### src/rtl/pwmc_pkg.sv
package pwmc_pkg;

  localparam int FLD_STRIDE = 15;  // control field spacing per channel
  localparam int FLD_W      = 10;  // width of one channel's control field
  localparam int RDY_BASE   = 28;  // first pending-flag bit
  localparam int REG_W      = 32;
  localparam int DIV_W      = 17;  // holds the largest ratio, 72000

  // Packed MSB first so the struct lines up with control bits 9..0.
  typedef struct packed {
    logic       thru;    // bit 9: source clock straight to the pin
    logic       pls;     // bit 8: stored only
    logic       mde;     // bit 7: stored only
    logic       gate;    // bit 6
    logic       act;     // bit 5: 1 = active high
    logic       en;      // bit 4
    logic [3:0] pre;     // bits 3:0
  } chan_ctl_t;

  // Prescale ratio for a code; 0 marks a reserved code.
  function automatic logic [DIV_W-1:0] pre_div(input logic [3:0] code);
    logic [DIV_W-1:0] d;
    unique case (code)
      4'd0:    d = DIV_W'(120);
      4'd1:    d = DIV_W'(180);
      4'd2:    d = DIV_W'(240);
      4'd3:    d = DIV_W'(360);
      4'd4:    d = DIV_W'(480);
      4'd8:    d = DIV_W'(12000);
      4'd9:    d = DIV_W'(24000);
      4'd10:   d = DIV_W'(36000);
      4'd11:   d = DIV_W'(48000);
      4'd12:   d = DIV_W'(72000);
      4'd15:   d = DIV_W'(1);
      default: d = '0;
    endcase
    return d;
  endfunction

endpackage

### src/rtl/pwmc_tick.sv
module pwmc_tick
  import pwmc_pkg::*;
(
  input  logic       clk,
  input  logic       rst_n,
  input  logic       run_i,
  input  logic [3:0] code_i,
  output logic       tick_o
);

  logic [DIV_W-1:0] div;
  logic [DIV_W-1:0] pcnt_q, pcnt_d;
  logic             stall;

  assign div   = pre_div(code_i);
  assign stall = (div == '0);

  always_comb begin
    pcnt_d = pcnt_q;
    tick_o = 1'b0;
    if (!run_i) begin
      pcnt_d = '0;
    end else if (!stall) begin
      // >= so a switch to a smaller ratio never overruns the wrap point
      if (pcnt_q >= div - DIV_W'(1)) begin
        pcnt_d = '0;
        tick_o = 1'b1;
      end else begin
        pcnt_d = pcnt_q + DIV_W'(1);
      end
    end
  end

  always_ff @(posedge clk or negedge rst_n) begin
    if (!rst_n) pcnt_q <= '0;
    else        pcnt_q <= pcnt_d;
  end

  // Ratio 1 must tick on every running cycle.
  assert_div1_every_cycle_R6: assert property (@(posedge clk) disable iff (!rst_n)
    (run_i && code_i == 4'd15) |-> tick_o);

endmodule

### src/rtl/pwmc_chan.sv
module pwmc_chan
  import pwmc_pkg::*;
#(
  parameter int CNT_W = 16
) (
  input  logic              clk,
  input  logic              rst_n,
  input  chan_ctl_t         ctl_i,
  input  logic              wr_i,
  input  logic [2*CNT_W-1:0] wdata_i,
  output logic              pend_o,
  output logic [2*CNT_W-1:0] staged_o,
  output logic              pwm_o
);

  localparam int TW = 2 * CNT_W;

  logic             run, tick, boundary, load;
  logic [CNT_W-1:0] cnt_q, cnt_d, prd_q, prd_d, dty_q, dty_d;
  logic [TW-1:0]    stg_q, stg_d;
  logic             pend_q, pend_d, pwm_q, pwm_d;
  logic             unused_ctl;

  assign unused_ctl = ctl_i.mde ^ ctl_i.pls;
  assign run        = ctl_i.en & ctl_i.gate & ~ctl_i.thru;

  pwmc_tick u_tick (
    .clk    (clk),
    .rst_n  (rst_n),
    .run_i  (run),
    .code_i (ctl_i.pre),
    .tick_o (tick)
  );

  always_comb begin
    stg_d    = wr_i ? wdata_i : stg_q;
    boundary = !run || (tick && cnt_q == prd_q);
    load     = pend_q && boundary;
    prd_d    = load ? stg_q[TW-1:CNT_W] : prd_q;
    dty_d    = load ? stg_q[CNT_W-1:0]  : dty_q;
    pend_d   = wr_i | (pend_q & ~load);
    if (!run)                cnt_d = '0;
    else if (!tick)          cnt_d = cnt_q;
    else if (cnt_q == prd_q) cnt_d = '0;
    else                     cnt_d = cnt_q + CNT_W'(1);
    pwm_d = (run && cnt_q < dty_q) ? ctl_i.act : ~ctl_i.act;
  end

  always_ff @(posedge clk or negedge rst_n) begin
    if (!rst_n) begin
      cnt_q  <= '0;
      prd_q  <= '0;
      dty_q  <= '0;
      stg_q  <= '0;
      pend_q <= 1'b0;
      pwm_q  <= 1'b1;  // inactive level for the reset polarity
    end else begin
      cnt_q  <= cnt_d;
      prd_q  <= prd_d;
      dty_q  <= dty_d;
      stg_q  <= stg_d;
      pend_q <= pend_d;
      pwm_q  <= pwm_d;
    end
  end

  assign pend_o   = pend_q;
  assign staged_o = stg_q;
  assign pwm_o    = ctl_i.thru ? clk : pwm_q;

  assert_cnt_in_period_R4: assert property (@(posedge clk) disable iff (!rst_n)
    cnt_q <= prd_q);

  assert_stop_clears_R3: assert property (@(posedge clk) disable iff (!rst_n)
    !run |=> cnt_q == '0);

  assert_idle_level_R5: assert property (@(posedge clk) disable iff (!rst_n)
    !run |=> pwm_q == !$past(ctl_i.act));

  assert_take_at_start_R8: assert property (@(posedge clk) disable iff (!rst_n)
    $fell(pend_q) |-> cnt_q == '0);

  assert_reserved_freeze_R7: assert property (@(posedge clk) disable iff (!rst_n)
    (run && pre_div(ctl_i.pre) == '0) |=> $stable(cnt_q));

endmodule

### src/rtl/pwmc_top.sv
module pwmc_top
  import pwmc_pkg::*;
#(
  parameter int NCH    = 2,   // the control layout fits at most two channels
  parameter int CNT_W  = 16,  // 2*CNT_W must not exceed 32
  parameter int ADDR_W = 4
) (
  input  logic              clk,
  input  logic              rst_n,
  input  logic              bus_we,
  input  logic [ADDR_W-1:0] bus_addr,
  input  logic [REG_W-1:0]  bus_wdata,
  output logic [REG_W-1:0]  bus_rdata,
  output logic [NCH-1:0]    pwm_o
);

  localparam int IDX_W = ADDR_W - 2;
  localparam int TW    = 2 * CNT_W;

  logic [1:0]       rsync_q;
  logic             srst_n;
  logic [IDX_W-1:0] widx;
  logic             ctl_we;
  logic [NCH-1:0]   prd_we, pend;
  logic [TW-1:0]    staged [NCH];
  chan_ctl_t        ctl_q  [NCH];
  chan_ctl_t        ctl_d  [NCH];
  logic             unused_addr;

  assign unused_addr = ^bus_addr[1:0];

  // Reset asserts at once and releases after two clock edges.
  always_ff @(posedge clk or negedge rst_n) begin
    if (!rst_n) rsync_q <= '0;
    else        rsync_q <= {rsync_q[0], 1'b1};
  end
  assign srst_n = rsync_q[1];

  assign widx   = bus_addr[ADDR_W-1:2];
  assign ctl_we = bus_we && (widx == '0);

  always_comb begin
    for (int n = 0; n < NCH; n++) begin
      prd_we[n] = bus_we && (widx == IDX_W'(n + 1));
      ctl_d[n]  = ctl_we ? chan_ctl_t'(bus_wdata[n*FLD_STRIDE +: FLD_W]) : ctl_q[n];
    end
  end

  always_ff @(posedge clk or negedge srst_n) begin
    if (!srst_n) begin
      for (int n = 0; n < NCH; n++) ctl_q[n] <= '0;
    end else begin
      for (int n = 0; n < NCH; n++) ctl_q[n] <= ctl_d[n];
    end
  end

  for (genvar g = 0; g < NCH; g++) begin : g_ch
    pwmc_chan #(.CNT_W(CNT_W)) u_ch (
      .clk      (clk),
      .rst_n    (srst_n),
      .ctl_i    (ctl_q[g]),
      .wr_i     (prd_we[g]),
      .wdata_i  (bus_wdata[TW-1:0]),
      .pend_o   (pend[g]),
      .staged_o (staged[g]),
      .pwm_o    (pwm_o[g])
    );
  end

  always_comb begin
    bus_rdata = '0;
    if (widx == '0) begin
      for (int n = 0; n < NCH; n++) begin
        bus_rdata[n*FLD_STRIDE +: FLD_W] = ctl_q[n];
        bus_rdata[RDY_BASE + n]          = pend[n];
      end
    end else begin
      for (int n = 0; n < NCH; n++)
        if (widx == IDX_W'(n + 1)) bus_rdata[TW-1:0] = staged[n];
    end
  end

  // A write lands in at most one register.
  assert_single_target_R2: assert property (@(posedge clk) disable iff (!srst_n)
    $onehot0({ctl_we, prd_we}));

endmodule

### config.mk
export PLATFORM = sky130hd
export DESIGN_NAME = pwmc_top
export DESIGN_NICKNAME = d
export VERILOG_FILES = /design/src/rtl/pwmc_pkg.sv /design/src/rtl/pwmc_tick.sv /design/src/rtl/pwmc_chan.sv /design/src/rtl/pwmc_top.sv
export SDC_FILE = /design/constraint.sdc
export NUM_CORES = 1
export LEC_CHECK = 0
export ABC_AREA = 1
export BUFFER_PORTS_ARGS = -buffer_cell sky130_fd_sc_hd__buf_2
export CAP_MARGIN = 25
export CORE_MARGIN = 3
export CORE_UTILIZATION = 62
export DETAILED_ROUTE_END_ITERATION = 16
export GPL_ROUTABILITY_DRIVEN = 0
export HOLD_SLACK_MARGIN = 0.1
export PLACE_DENSITY_LB_ADDON = 0.12
export SLEW_MARGIN = 20
export SYNTH_ARGS = -nofsm -noshare
export SYNTH_HDL_FRONTEND = slang
export SYNTH_SLANG_ARGS = --single-unit
### constraint.sdc
create_clock -name clk -period 8.6 [get_ports clk]
set_input_delay 0 -clock clk [delete_from_list [all_inputs] [get_ports clk]]
set_output_delay 0 -clock clk [all_outputs]
set_load 0.02 [all_outputs]
======== After elaboration in Yosys (flattened, before gate mapping) ========
Memory sizes are Yosys's and may differ from the RTL's.
Index checks and enable logic that the tools add are counted.
storage, ports and cells
  logic and storage cells ................. 109
  bits in registers ....................... 220
  output and inout port bits .............. 34
  memory bits (read-only) ................. 512
  memories ................................ 2
memories
  memory            words  width  rd ports  clocked after memory_dff  wr ports  RTL line        RTL
  (name not given)  16     16     1         0                         0         pwmc_pkg.sv:23  unique case (code)
  (name not given)  16     16     1         0                         0         pwmc_pkg.sv:23
cells by class
  $lt $le $gt $ge ......................... 4
  reduce and logical (&&, ||, !) cells .... 16
  bitwise operators ....................... 14
  multiplexer cells ....................... 30
  equality and inequality tests ........... 8
  $add $sub $neg .......................... 6
operators with widths
  kind                   number
  $mux 17                6
  $mux 16                6
  $mux 32                2
  $add 17x1->17 const B  2
  $ge 17x17->1           2
  $logic_not 17->1       2
  $sub 17x1->17 const B  2
  $add 16x1->16 const B  2
  $eq 16x16->1           2
  $lt 16x16->1           2
  $mux 10                2
  $mux 1                 10
  $logic_and 1x1->1      9
  $ne 2x2->1 const B     4
  $and 1x1->1            6
  $not 1->1              6
  $mux 5                 1
  $mux 2                 2
  $mux 3                 1
  $eq 2x1->1 const B     1
  $eq 2x2->1 const B     1
  $logic_not 1->1        2
  $logic_not 2->1        1
  $logic_or 1x1->1       2
  $or 1x1->1             2

======== Logic depth before layout (Yosys ltp) ========
An unclocked memory read counts as a cell.
  depth in word-level cells ............... 12
  depth in mapped cells ................... 25
  mapped depth without buffers ............ 24

======== Hierarchy ========
A second synthesis with hierarchy kept.
unflattened totals
  cells, all modules ...................... 1918
  area, all modules ....................... 14010.9 sq um
modules (own cells, without submodules)
  module                     instances  cells an instance  area an instance (sq um)
  pwmc_chan at g_ch[0].u_ch  1          551                4222.8
  pwmc_chan at g_ch[1].u_ch  1          551                4216.5
  pwmc_tick                  2          294                2015.7
  pwmc_top                   1          228                1540.2

==> run_summary.xml <==
<?xml version="1.0" encoding="UTF-8"?>
<metrics>
  <group name="yosys">
    <metric name="synth_sequential_area_ratio" unit="%">42.0</metric>
    <metric name="synth_cells" unit="">1699</metric>
    <metric name="postSynthNetCount" unit="">1818</metric>
    <metric name="synth-seq-cells" unit="">220</metric>
    <metric name="yosysWarningCount" unit="">0</metric>
    <metric name="yosysUniqueCellTypes" unit="">42</metric>
    <metric name="syn_area_per_cell" unit="sq um">7.72</metric>
    <metric name="synth_area" unit="sq um">13100</metric>
  </group>
  <group name="power_and_ir_drop">
    <metric name="internal_pwr_total" unit="uW">2260</metric>
    <metric name="seqPwrFrac" unit="%">40.6</metric>
    <metric name="leakage" unit="uW">0.00756</metric>
    <metric name="power.combinational.fraction" unit="%">22.6</metric>
    <metric name="p_per_area" unit="nW/um^2">225</metric>
    <metric name="switching_share" unit="%">32.9</metric>
    <metric name="clockPowerShare" unit="%">36.9</metric>
    <metric name="max-vdd-ir-drop" unit="mV">0.188</metric>
    <metric name="netSwitchingPower" unit="uW">1110</metric>
  </group>
  <group name="global_route">
    <metric name="grt_first_pass_wirelength" unit="microns">57300</metric>
    <metric name="global_route.usage.total" unit="%">31.1</metric>
    <metric name="groute.layer.met2.usage" unit="%">49.9</metric>
    <metric name="grt_start_max_net_pins" unit="">151</metric>
    <metric name="grt.met3_usage" unit="%">5.21</metric>
    <metric name="grt_most_used_layer" unit="">met2</metric>
    <metric name="antenna_violations_before_repair" unit="">0</metric>
    <metric name="grt_remaining_overflow" unit="">0</metric>
    <metric name="vias_in_the_first_global_route" unit="">11486</metric>
    <metric name="gr-usage-met1" unit="%">42.9</metric>
  </group>
  <group name="floorplanning">
    <metric name="dieWidth" unit="microns">151</metric>
    <metric name="core_region_area" unit="sq um">20500</metric>
    <metric name="die-height" unit="microns">151</metric>
    <metric name="num_io_pins" unit="">73</metric>
    <metric name="floorplan.rows" unit="">52</metric>
    <metric name="initial_utilization" unit="%">64.0</metric>
    <metric name="fp.dieArea" unit="sq um">22900</metric>
  </group>
  <group name="setup_path">
    <metric name="timing.reg2reg.setup_slack" unit="ps">4250</metric>
    <metric name="critPathRequiredTime" unit="ps">8600</metric>
    <metric name="path_common_cell" unit="">sky130_fd_sc_hd__clkbuf_16</metric>
    <metric name="crit_path_buf_inv_count" unit="">3</metric>
    <metric name="crit_path_cell_trace" unit="">clkbuf_16, clkbuf_16, mux2_2, buf_2</metric>
    <metric name="slowest_stage" unit="">sky130_fd_sc_hd__mux2_2</metric>
    <metric name="critPathKind" unit="">clock port to output pin</metric>
    <metric name="r2r.worst_path.cells" unit="">16</metric>
    <metric name="max_stage_delay" unit="ps">270</metric>
    <metric name="rr_startpoint" unit="">ctl_q[1]</metric>
    <metric name="timing.critical_path.arrival" unit="ps">5000</metric>
    <metric name="endpoint_kind" unit="">output pin</metric>
    <metric name="critical_path.max_fanout" unit="">2</metric>
    <metric name="r2r-end" unit="">g_ch[1].u_ch.u_tick.pcnt_q[7]</metric>
    <metric name="cell_family_with_the_largest_share_of_critical_path_delay" unit="">buffers and inverters</metric>
    <metric name="startpoint_type" unit="">clock port</metric>
  </group>
  <group name="detailed_routing">
    <metric name="remaining_number_of_nets_flagged_by_the_antenna_check_after_routing" unit="">0</metric>
    <metric name="drtPass1Iterations" unit="">6</metric>
    <metric name="overall_routed_net_length" unit="microns">34600</metric>
    <metric name="drc_marker_count_from_the_first_detailed_route_iteration" unit="">963</metric>
    <metric name="route.detailed.wl_per_inst" unit="microns">16.8</metric>
    <metric name="drcViolationCount" unit="">0</metric>
    <metric name="detailroute.via_count" unit="">11827</metric>
    <metric name="drt-vias-per-instance" unit="">5.75</metric>
  </group>
  <group name="min_path">
    <metric name="hold_end" unit="">g_ch[0].u_ch.staged_o[28]</metric>
    <metric name="hp-start" unit="">bus_wdata[28]</metric>
    <metric name="min_path_type" unit="">input pin to register</metric>
    <metric name="hold_depth" unit="">4</metric>
  </group>
  <group name="final_layout">
    <metric name="fin_nets" unit="">1889</metric>
    <metric name="antenna_diodes" unit="">0</metric>
    <metric name="flow.area_growth_from_synthesis" unit="%">14.0</metric>
    <metric name="final_layout_size_suffix_gt1_share" unit="%">9.00</metric>
    <metric name="design_area" unit="sq um">15000</metric>
  </group>
  <group name="outcome">
    <metric name="outcome" unit="">finished clean</metric>
  </group>
  <group name="placement">
    <metric name="port-buffer-count" unit="">70</metric>
    <metric name="placedInstanceArea" unit="sq um">13600</metric>
    <metric name="dp_hpwl" unit="microns">22800</metric>
  </group>
  <group name="timing">
    <metric name="drv_slew" unit="">0</metric>
    <metric name="timing_worst_slew_pin_value" unit="ps">942</metric>
    <metric name="setup_tns" unit="ps">0</metric>
    <metric name="finalClockSkew" unit="ps">23.0</metric>
    <metric name="setup_violations" unit="">0</metric>
    <metric name="timing.slew.headroom" unit="%">37.1</metric>
    <metric name="report.final.hold_viol_count" unit="">0</metric>
    <metric name="rsz0062_at_grt" unit="">false</metric>
  </group>
  <group name="job">
    <metric name="cap_viol_max_count" unit="">0</metric>
  </group>
  <group name="clock_network">
    <metric name="tritoncts" unit="">built</metric>
    <metric name="clock_latency" unit="ps">640</metric>
    <metric name="clk_pin_slew_worst_paths" unit="ps">60</metric>
    <metric name="post_cts_resized" unit="">0</metric>
  </group>
</metrics>
[tightest hold or removal path, delay by kind of cell]
family	cells	cell delay, ps
AO/OA/AOI/OAI	1	70
buffers and inverters	3	700
[cells in the final DEF, fill, tap and decap left out, types with 36 or more instances in the layout]
master | synthesis | final
sky130_fd_sc_hd__o21ai_0 | 123 | 123
sky130_fd_sc_hd__nand3_1 | 101 | 101
sky130_fd_sc_hd__a21oi_1 | 71 | 71
sky130_fd_sc_hd__nand2_1 | 496 | 494
sky130_fd_sc_hd__nor2_1 | 96 | 93
sky130_fd_sc_hd__dlygate4sd3_1 | 0 | 36
sky130_fd_sc_hd__buf_2 | 19 | 70
sky130_fd_sc_hd__ha_1 | 80 | 80
sky130_fd_sc_hd__inv_1 | 157 | 157
sky130_fd_sc_hd__xor2_1 | 69 | 69
sky130_fd_sc_hd__dfrtp_1 | 218 | 217
sky130_fd_sc_hd__nand4_1 | 84 | 84
[final cells by class]
class / instances / area (sq um)
clock inverters: 12 / 184
inverters: 160 / 601
multi-input cells: 1241 / 6680
repair buffers: 117 / 836
clock buffers: 38 / 801
fillers: 1567 / 5540
well taps: 270 / 338
flip-flops and latches: 220 / 5510
[worst max path at each step]
| stage | from | end | slack, ps | depth (start not counted) |
|---|---|---|---|---|
| final | clk | pwm_o[1] | 3600 | 4 |
| after global routing | clk | pwm_o[1] | 3590 | 4 |
| after CTS | clk | pwm_o[1] | 3600 | 4 |
| after detailed placement | clk | pwm_o[0] | 3910 | 2 |
| after global placement | clk | pwm_o[0] | 3910 | 2 |
| after floorplan | rsync_q[1] | ctl_q[0] | 2020 | 0 |
[per-layer routing]
metal	vias to the layer above	part of all wire, %
met3	81	7.3
met2	482	46
met5	-	0
met4	0	3.7
met1	5516	43
li1	5748	-
[per-stage QoR]
step	setup WS (ps)	hold WS (ps)	util, %	instances	total power, uW
final	3600	189	73.0	2058	3370
after global placement	3910	-212	66.2	1972	2090
after detailed placement	3910	-213	66.4	1974	2120
after CTS	3600	158	73.0	2058	3380
after floorplan	2020	-296	-	1699	1920
after global routing	3590	195	73.0	2058	3560
[cell families (layout without fill, tap and decap cells)]
logic type               after synthesis  after routing  share of synthesized area [%]
adder cells (fa/ha/maj)               80             80                           7.63
AO/OA/AOI/OAI                        237            237                           9.55
AND/OR/NAND/NOR                      844            844                           28.3
buffers and inverters                238            327                           7.19
flip-flops                           220            220                           42.0
multiplexers                           2              2                          0.172
other                                  1              1                         0.0286
XOR/XNOR                              77             77                           5.14
[state kept, by name, summed over array words and instances (netlist names)]
register / flops
ctl_q: 20
g_ch.u_ch.pend_o: 2
rsync_q: 2
g_ch.u_ch.u_tick.pcnt_q: 34
g_ch.u_ch.dty_q: 32
g_ch.u_ch.prd_q: 32
g_ch.u_ch.staged_o: 64
g_ch.u_ch.pwm_q: 2
g_ch.u_ch.cnt_q: 32
[cells in the mapped netlist (all sizes together)]
| cell | number | area, sq um |
|---|---|---|
| a21o | 1 | 7.51 |
| a21oi | 71 | 355 |
| a22o | 10 | 87.6 |
| a31oi | 8 | 50.1 |
| and3 | 3 | 18.8 |
| buf | 30 | 163 |
| clkbuf | 48 | 180 |
| conb | 1 | 3.75 |
| dfrtp | 218 | 5460 |
| dfstp | 2 | 52.6 |
| ha | 80 | 1000 |
| inv | 160 | 601 |
| mux2 | 2 | 22.5 |
| nand2 | 501 | 1910 |
| nand3 | 104 | 536 |
| nand3b | 10 | 75.1 |
| nand4 | 85 | 538 |
| nor2 | 101 | 407 |
| nor3 | 32 | 170 |
| nor3b | 4 | 35.0 |
| nor4 | 3 | 18.8 |
| o211ai | 3 | 22.5 |
| o21ai | 142 | 714 |
| o21bai | 1 | 7.51 |
| o31ai | 1 | 7.51 |
| or2 | 1 | 8.76 |
| xnor2 | 8 | 70.1 |
| xor2 | 69 | 604 |
[timing repair]
action	4_1_cts	5_1_grt
hold buffers	36	0
endpoints found under the hold margin	86	0
setup buffers	0	0
[power by group through the flow]
stage | combinational [uW] | sequential, uW | clock [uW]
4_1_cts | 758 | 1360 | 1260
2_1_floorplan | 568 | 1330 | 20.4
3_5_place_dp | 731 | 1380 | 17.0
6_report | 761 | 1370 | 1240
3_3_place_gp | 701 | 1370 | 17.0
5_1_grt | 864 | 1390 | 1310
Note: power is estimated with default switching activity, not from simulation.
